==> src/rtl/gse_pkg.sv <==
package gse_pkg;
  typedef enum logic [1:0] {
    ST_IDLE,
    ST_LOAD,
    ST_RUN,
    ST_HOLD
  } gse_state_e;
endpackage

==> src/rtl/gse_cmd_ram.sv <==
module gse_cmd_ram #(
  parameter int AW = 7,
  parameter int DW = 22
) (
  input  logic          clk,
  input  logic          wr_en,
  input  logic [AW-1:0] wr_addr,
  input  logic [DW-1:0] wr_data,
  input  logic          rd_en,
  input  logic [AW-1:0] rd_addr,
  output logic [DW-1:0] rd_data
);
  localparam int DEPTH = 1 << AW;

  logic [DW-1:0] mem [DEPTH];

  always_ff @(posedge clk) begin
    if (wr_en) mem[wr_addr] <= wr_data;
  end

  always_ff @(posedge clk) begin
    if (rd_en) rd_data <= mem[rd_addr];
  end
endmodule

==> src/rtl/gse_bank_ctrl.sv <==
module gse_bank_ctrl (
  input  logic clk,
  input  logic rst,
  input  logic cyc_go,
  input  logic bank_sel,
  input  logic one_bank,
  output logic bank_next,
  output logic act_bank
);
  assign bank_next = one_bank ? act_bank : bank_sel;

  always_ff @(posedge clk) begin
    if (rst) act_bank <= 1'b0;
    else if (cyc_go) act_bank <= bank_next;
  end

  AST_BANK_ONLY_AT_START: assert property (@(posedge clk) disable iff (rst)
    !cyc_go |=> $stable(act_bank));
  AST_ONE_BANK_HOLDS: assert property (@(posedge clk) disable iff (rst)
    (cyc_go && one_bank) |=> $stable(act_bank));
endmodule

==> src/rtl/gse_sequencer.sv <==
module gse_sequencer
  import gse_pkg::*;
#(
  parameter int MASK_W  = 8,
  parameter int CNT_W   = 14,
  parameter int IDX_W   = 6,
  parameter int MIN_CNT = 16,
  localparam int DW     = MASK_W + CNT_W,
  localparam int AW     = IDX_W + 1
) (
  input  logic              clk,
  input  logic              rst,
  input  logic              en,
  input  logic              cyc_start,
  input  logic              unit_tick,
  input  logic              bank_next,
  input  logic              act_bank,
  input  logic [DW-1:0]     rd_data,
  output logic              rd_en,
  output logic [AW-1:0]     rd_addr,
  output logic [MASK_W-1:0] mask,
  output logic              err_count,
  output logic              err_addr
);
  localparam logic [IDX_W-1:0] LAST_IDX = {IDX_W{1'b1}};
  localparam logic [CNT_W-1:0] MIN_C    = CNT_W'(MIN_CNT);
  localparam logic [CNT_W-1:0] ONE_C    = CNT_W'(1);

  gse_state_e       state;
  logic [IDX_W-1:0] idx;
  logic [CNT_W-1:0] cnt;
  logic             cyc_go;
  logic             cmd_done;
  logic [CNT_W-1:0] q_dur;
  logic [MASK_W-1:0] q_mask;
  logic [CNT_W-1:0] q_eff;

  assign cyc_go   = en && cyc_start;
  assign cmd_done = (state == ST_RUN) && unit_tick && (cnt == ONE_C);
  assign q_mask   = rd_data[MASK_W-1:0];
  assign q_dur    = rd_data[DW-1:MASK_W];
  assign q_eff    = (q_dur < MIN_C) ? MIN_C : q_dur;

  always_comb begin
    rd_en   = 1'b0;
    rd_addr = '0;
    if (cyc_go) begin
      rd_en   = 1'b1;
      rd_addr = {bank_next, {IDX_W{1'b0}}};
    end else if (en && cmd_done && idx != LAST_IDX) begin
      rd_en   = 1'b1;
      rd_addr = {act_bank, idx + IDX_W'(1)};
    end
  end

  always_ff @(posedge clk) begin
    if (rst || !en) begin
      state     <= ST_IDLE;
      mask      <= '1;
      idx       <= '0;
      cnt       <= '0;
      err_count <= 1'b0;
      err_addr  <= 1'b0;
    end else if (cyc_go) begin
      if (state == ST_RUN) err_count <= 1'b1;
      state <= ST_LOAD;
      idx   <= '0;
    end else begin
      case (state)
        ST_LOAD: begin
          mask <= q_mask;
          if (q_dur == '0) begin
            state <= ST_HOLD;
          end else begin
            cnt   <= q_eff;
            state <= ST_RUN;
          end
        end
        ST_RUN: begin
          if (cmd_done) begin
            if (idx == LAST_IDX) begin
              err_addr <= 1'b1;
              state    <= ST_HOLD;
            end else begin
              idx   <= idx + IDX_W'(1);
              state <= ST_LOAD;
            end
          end else if (unit_tick) begin
            cnt <= cnt - ONE_C;
          end
        end
        default: ;
      endcase
    end
  end

  AST_OFF_ALL_OPEN: assert property (@(posedge clk) disable iff (rst)
    !en |=> (mask == {MASK_W{1'b1}}));
  AST_RESTART_AT_ZERO: assert property (@(posedge clk) disable iff (rst)
    cyc_go |=> (idx == '0 && state == ST_LOAD));
  AST_CNT_ERR_SET: assert property (@(posedge clk) disable iff (rst)
    (cyc_go && state == ST_RUN) |=> err_count);
  AST_HOLD_MASK: assert property (@(posedge clk) disable iff (rst)
    (state == ST_HOLD && en && !cyc_start) |=> $stable(mask));
  AST_CNT_FLOOR: assert property (@(posedge clk) disable iff (rst)
    (state == ST_RUN) |-> (cnt != '0));
endmodule

==> src/rtl/gate_sched_engine.sv <==
module gate_sched_engine #(
  parameter int MASK_W  = 8,
  parameter int CNT_W   = 14,
  parameter int IDX_W   = 6,
  parameter int MIN_CNT = 16,
  localparam int DW     = MASK_W + CNT_W,
  localparam int AW     = IDX_W + 1
) (
  input  logic              clk,
  input  logic              rst,
  input  logic              glb_en,
  input  logic              port_en,
  input  logic              link_gig,
  input  logic              byte_tick,
  input  logic              nib_tick,
  input  logic              cyc_start,
  input  logic              host_wr_en,
  input  logic [AW-1:0]     host_wr_addr,
  input  logic [DW-1:0]     host_wr_data,
  input  logic              bank_sel,
  input  logic              one_bank,
  output logic [MASK_W-1:0] gate_mask,
  output logic              active_bank,
  output logic              err_count,
  output logic              err_addr
);
  logic          en;
  logic          unit_tick;
  logic          bank_next;
  logic          rd_en;
  logic [AW-1:0] rd_addr;
  logic [DW-1:0] rd_data;

  assign en        = glb_en && port_en;
  assign unit_tick = link_gig ? byte_tick : nib_tick;

  gse_cmd_ram #(.AW(AW), .DW(DW)) u_ram (
    .clk     (clk),
    .wr_en   (host_wr_en),
    .wr_addr (host_wr_addr),
    .wr_data (host_wr_data),
    .rd_en   (rd_en),
    .rd_addr (rd_addr),
    .rd_data (rd_data)
  );

  gse_bank_ctrl u_bank (
    .clk       (clk),
    .rst       (rst),
    .cyc_go    (en && cyc_start),
    .bank_sel  (bank_sel),
    .one_bank  (one_bank),
    .bank_next (bank_next),
    .act_bank  (active_bank)
  );

  gse_sequencer #(
    .MASK_W (MASK_W),
    .CNT_W  (CNT_W),
    .IDX_W  (IDX_W),
    .MIN_CNT(MIN_CNT)
  ) u_seq (
    .clk       (clk),
    .rst       (rst),
    .en        (en),
    .cyc_start (cyc_start),
    .unit_tick (unit_tick),
    .bank_next (bank_next),
    .act_bank  (active_bank),
    .rd_data   (rd_data),
    .rd_en     (rd_en),
    .rd_addr   (rd_addr),
    .mask      (gate_mask),
    .err_count (err_count),
    .err_addr  (err_addr)
  );
endmodule

==> config.mk <==
export PLATFORM = sky130hd
export DESIGN_NAME = gate_sched_engine
export DESIGN_NICKNAME = d
export VERILOG_FILES = /design/src/rtl/gse_pkg.sv /design/src/rtl/gse_cmd_ram.sv /design/src/rtl/gse_bank_ctrl.sv /design/src/rtl/gse_sequencer.sv /design/src/rtl/gate_sched_engine.sv
export SDC_FILE = /design/constraint.sdc
export NUM_CORES = 2
export LEC_CHECK = 0
export ABC_CLOCK_PERIOD_IN_PS = 8010
export BUFFER_PORTS_ARGS = -buffer_cell sky130_fd_sc_hd__buf_2
export CAP_MARGIN = 0
export CORE_UTILIZATION = 45
export DETAILED_ROUTE_END_ITERATION = 8
export PLACE_DENSITY = 0.63
export REMOVE_ABC_BUFFERS = 1
export SETUP_SLACK_MARGIN = 0.5
export SLEW_MARGIN = 20
export SYNTH_ARGS = -nofsm -noshare
export SYNTH_HDL_FRONTEND = slang
export SYNTH_SLANG_ARGS = --single-unit
==> constraint.sdc <==
create_clock -name clk -period 8.01 [get_ports clk]
set_input_delay 0.801 -clock clk [delete_from_list [all_inputs] [get_ports clk]]
set_output_delay 0.801 -clock clk [all_outputs]
set_load 0.05 [all_outputs]
==> impl_metrics.yaml <==
power_and_ir_drop:
  power.leakage_nw: 41.3
  peakVddDrop_mv: 0.204
  powerDensity_nw_per_um2: 236
synthesis:
  yosysWarnings: 0
  synth-main-ff-cell: "edfxtp_1"
  syn_area_um2: 114000
  async_flop_share_pct: 0
  ys_seq_area_share_pct: 75.2
  ys_ff_latch: 2871
  synth_cell_type_count: 70
  synth_edf_count: 2838
  synth_cells: 7158
  synth_area_per_cell_um2: 16.0
critical_path:
  path_class: "reg2reg"
  cp.buffers_inverters: 1
  critPathMaxFanout: 19
  reg2reg_from: "u_seq.cnt[4]$_SDFFE_PP0P_"
  end_kind: "flop"
  critical_path.reg2reg.endpoint: "u_ram.rd_data[5]$_DFFE_PP_"
  worstSetupStartpoint: "u_seq.cnt[4]$_SDFFE_PP0P_"
  reg2reg_slack_ps: 1780
  crit_chain: "nor4_1 > nand4_1 > a2111oi_0 > o22ai_1 > nand2_1 > a21oi_1 > a2111oi_1 > buf_4 > nand3_1 > or3b_1"
  r2r_cells: 10
  cp.required_ps: 8680
  crit_path_start_kind: "flop"
  endpoint: "u_ram.rd_data[5]$_DFFE_PP_"
  crit_family: "simple AND/OR/NAND/NOR gates"
  cp_data_arrival_time_ps: 6900
  crit_cells: 10
  slowest_stage: "a2111oi_0"
  slowest_delay_ps: 980
clocking:
  cts_setup_buffers: 0
  clk_latency_ps: 1000
  post_cts_resized: 0
  root_buffer: "clkbuf_16"
  clkSinkCount: 2871
  hold_buffers: 0
  numCtsBuffers: 312
  tritoncts: "yes"
  ctsLongestPathBuffers: 4
  clk_pin_slew_ps: 60
  htree_num_levels: 5
floorplan:
  ioPinCount: 51
  dieArea_um2: 256000
  die_h_um: 506
  num_rows: 184
  core_area_um2: 252000
  initial_utilization_pct: 45.4
  die-width_um: 506
final_layout:
  seq_area_um2: 85900
  layout_commonest_cell: "edfxtp_1"
  postLayoutCellArea_um2: 129000
  final_cell_mix: "edfxtp_1, mux2i_1, nand2_1, a21oi_1, nand3_1"
  fill_cells: 20500
  final_util_pct: 51.2
  nets: 7261
  syn_to_final_growth_pct: 12.9
  multi_input_area_um2: 27400
  drive_gt1_share_pct: 13.3
timing:
  final-setup-viol-count: 0
  clock_skew_ps: 72.2
  max_slew_margin_pct: 9.67
  min_period_ps: 6230
  fmax_mhz: 161
  worst_pin_slew_ps: 1350
  rsz0062_at_grt: "no"
  fin_hold_ws_ps: 218
  min_period_over_period_pct: 77.8
  setup_tns_ps: 0
  setup_ws_ps: 1780
  hold_viol_final: 0
  report.final.slew_viol_count: 0
status:
  status: "finished, final reports clean"
placement:
  port-buffer-count: 50
  place.gp.congestion: 0.935
  dpl_cell_area_um2: 120000
  hpwl_um: 193000
  post-place-ws_ps: 1690
drt:
  detail-route-antenna-nets: 0
  drt_wl_total_um: 342000
  drc: 0
  drtPass1Iterations: 6
  via_count: 67000
  wl_per_cell_um: 31.6
  detail_route.iter0.violations: 8343
  vias_per_cell: 6.20
grt:
  grt_max_degree: 144
  gr-usage-all-layers_pct: 26.1
  grt_first_pass_wirelength_um: 480000
  grt_antenna_before_repair: 30
  grt_pass1_vias: 64200
  overflow: 0
min_path:
  hold_class: "in2reg"
job:
  max_cap_violations: 0
-- layout make-up --
| type | instances | area share [%] |
|---|---|---|
| Inverter | 9 | 0.0262 |
| Timing Repair Buffer | 230 | 1.59 |
| Clock inverter | 147 | 0.836 |
| Sequential cell | 2871 | 66.6 |
| Antenna cell | 15 | 0.0291 |
| Multi-Input combinational cell | 3794 | 21.3 |
| Tap cell | 3348 | 3.25 |
| Clock buffer | 396 | 6.39 |
-- stage by stage --
stage               cells  power [mW]
global placement    10200        17.3
global route        10800        31.1
floorplan            6674        17.0
detailed placement  10300        17.3
finish              10800        30.5
CTS                 10800        30.6
-- cell usage after synthesis, types with 18 or more instances --
cell       number  area share [%]
a211oi_1       59            0.39
a21oi_1       495             2.2
a221o_1       159             1.4
a221oi_1       99            0.76
a22oi_1        18            0.12
a2bb2oi_1      20            0.15
a31oi_1        53            0.29
a32oi_1        22            0.17
and3_1         20            0.11
buf_1          69            0.23
buf_2          23            0.10
clkbuf_1      381             1.3
dfxtp_1        33            0.58
edfxtp_1     2838              75
mux2_1         37            0.36
mux2_2        159             1.6
mux2i_1       862             7.6
mux4_2         19            0.37
nand2_1       634             2.1
nand3_1       380             1.7
nor2_1        170            0.56
nor2b_1        18           0.099
nor3_1         51            0.22
o211ai_1       18            0.12
o21ai_0       230             1.0
o21ai_1        27            0.12
o221ai_1       20            0.15
-- worst min-delay path by stage --
stage	end	depth (start not counted)	from
floorplan	u_seq.mask[0]$_SDFFE_PP1P_	2	u_ram.rd_data[0]$_DFFE_PP_
global placement	u_seq.mask[5]$_SDFFE_PP1P_	2	u_ram.rd_data[5]$_DFFE_PP_
detailed placement	u_seq.mask[5]$_SDFFE_PP1P_	2	u_ram.rd_data[5]$_DFFE_PP_
CTS	u_bank.act_bank$_SDFFE_PP0P_	3	one_bank
global route	u_bank.act_bank$_SDFFE_PP0P_	2	rst
finish	u_bank.act_bank$_SDFFE_PP0P_	3	one_bank
-- per-layer routing --
| metal | routed length [um] | share of wire (%) | GRT usage (%) | vias to the layer above |
|---|---|---|---|---|
| met2 | 158000 | 46 | 40.7 | 3470 |
| li1 | - | - | - | 28400 |
| met3 | 31800 | 9.3 | 5.27 | 648 |
| met1 | 137000 | 40 | 36.0 | 34500 |
| met5 | 68 | 0.020 | 0 | - |
| met4 | 14200 | 4.2 | 10.7 | 10 |
-- worst min-delay path: cells and delay by family --
| family | cells | cell delay, ps |
|---|---|---|
| AOI/OAI and AO/OA | 2 | 220 |
| buffers and inverters | 1 | 100 |
-- report_power, final --
group	total, mW	leakage (nW)	switching, mW	internal, mW
Sequential	16.6	25.8	0.0153	16.6
Clock	13.4	4.54	5.74	7.70
Combinational	0.439	11.0	0.395	0.0445
Total	30.5	41.3	6.15	24.3
-- cell families (layout without fill, tap and decap cells) --
family	after synthesis	in the layout	share of synthesized area, %
other	0	15	0
AOI/OAI and AO/OA	1320	1320	7.62
xor gates and xnor gates	10	10	0.0767
buffers and inverters	493	782	1.71
DFF	2871	2871	75.2
muxes	1085	1085	9.96
adders and majority gates	3	3	0.0329
and+or+nand+nor	1376	1376	5.41
-- state kept, by name, summed over array words and instances (netlist names) --
| register | cells |
|---|---|
| u_ram.mem | 2816 |
| u_ram.rd_data | 22 |
| u_seq.cnt | 14 |
| u_seq.mask | 8 |
| u_seq.idx | 6 |
| u_seq.state | 2 |
| u_bank.act_bank | 1 |
| u_seq.err_addr | 1 |
| u_seq.err_count | 1 |
Note: power is estimated with default switching activity, not from simulation.
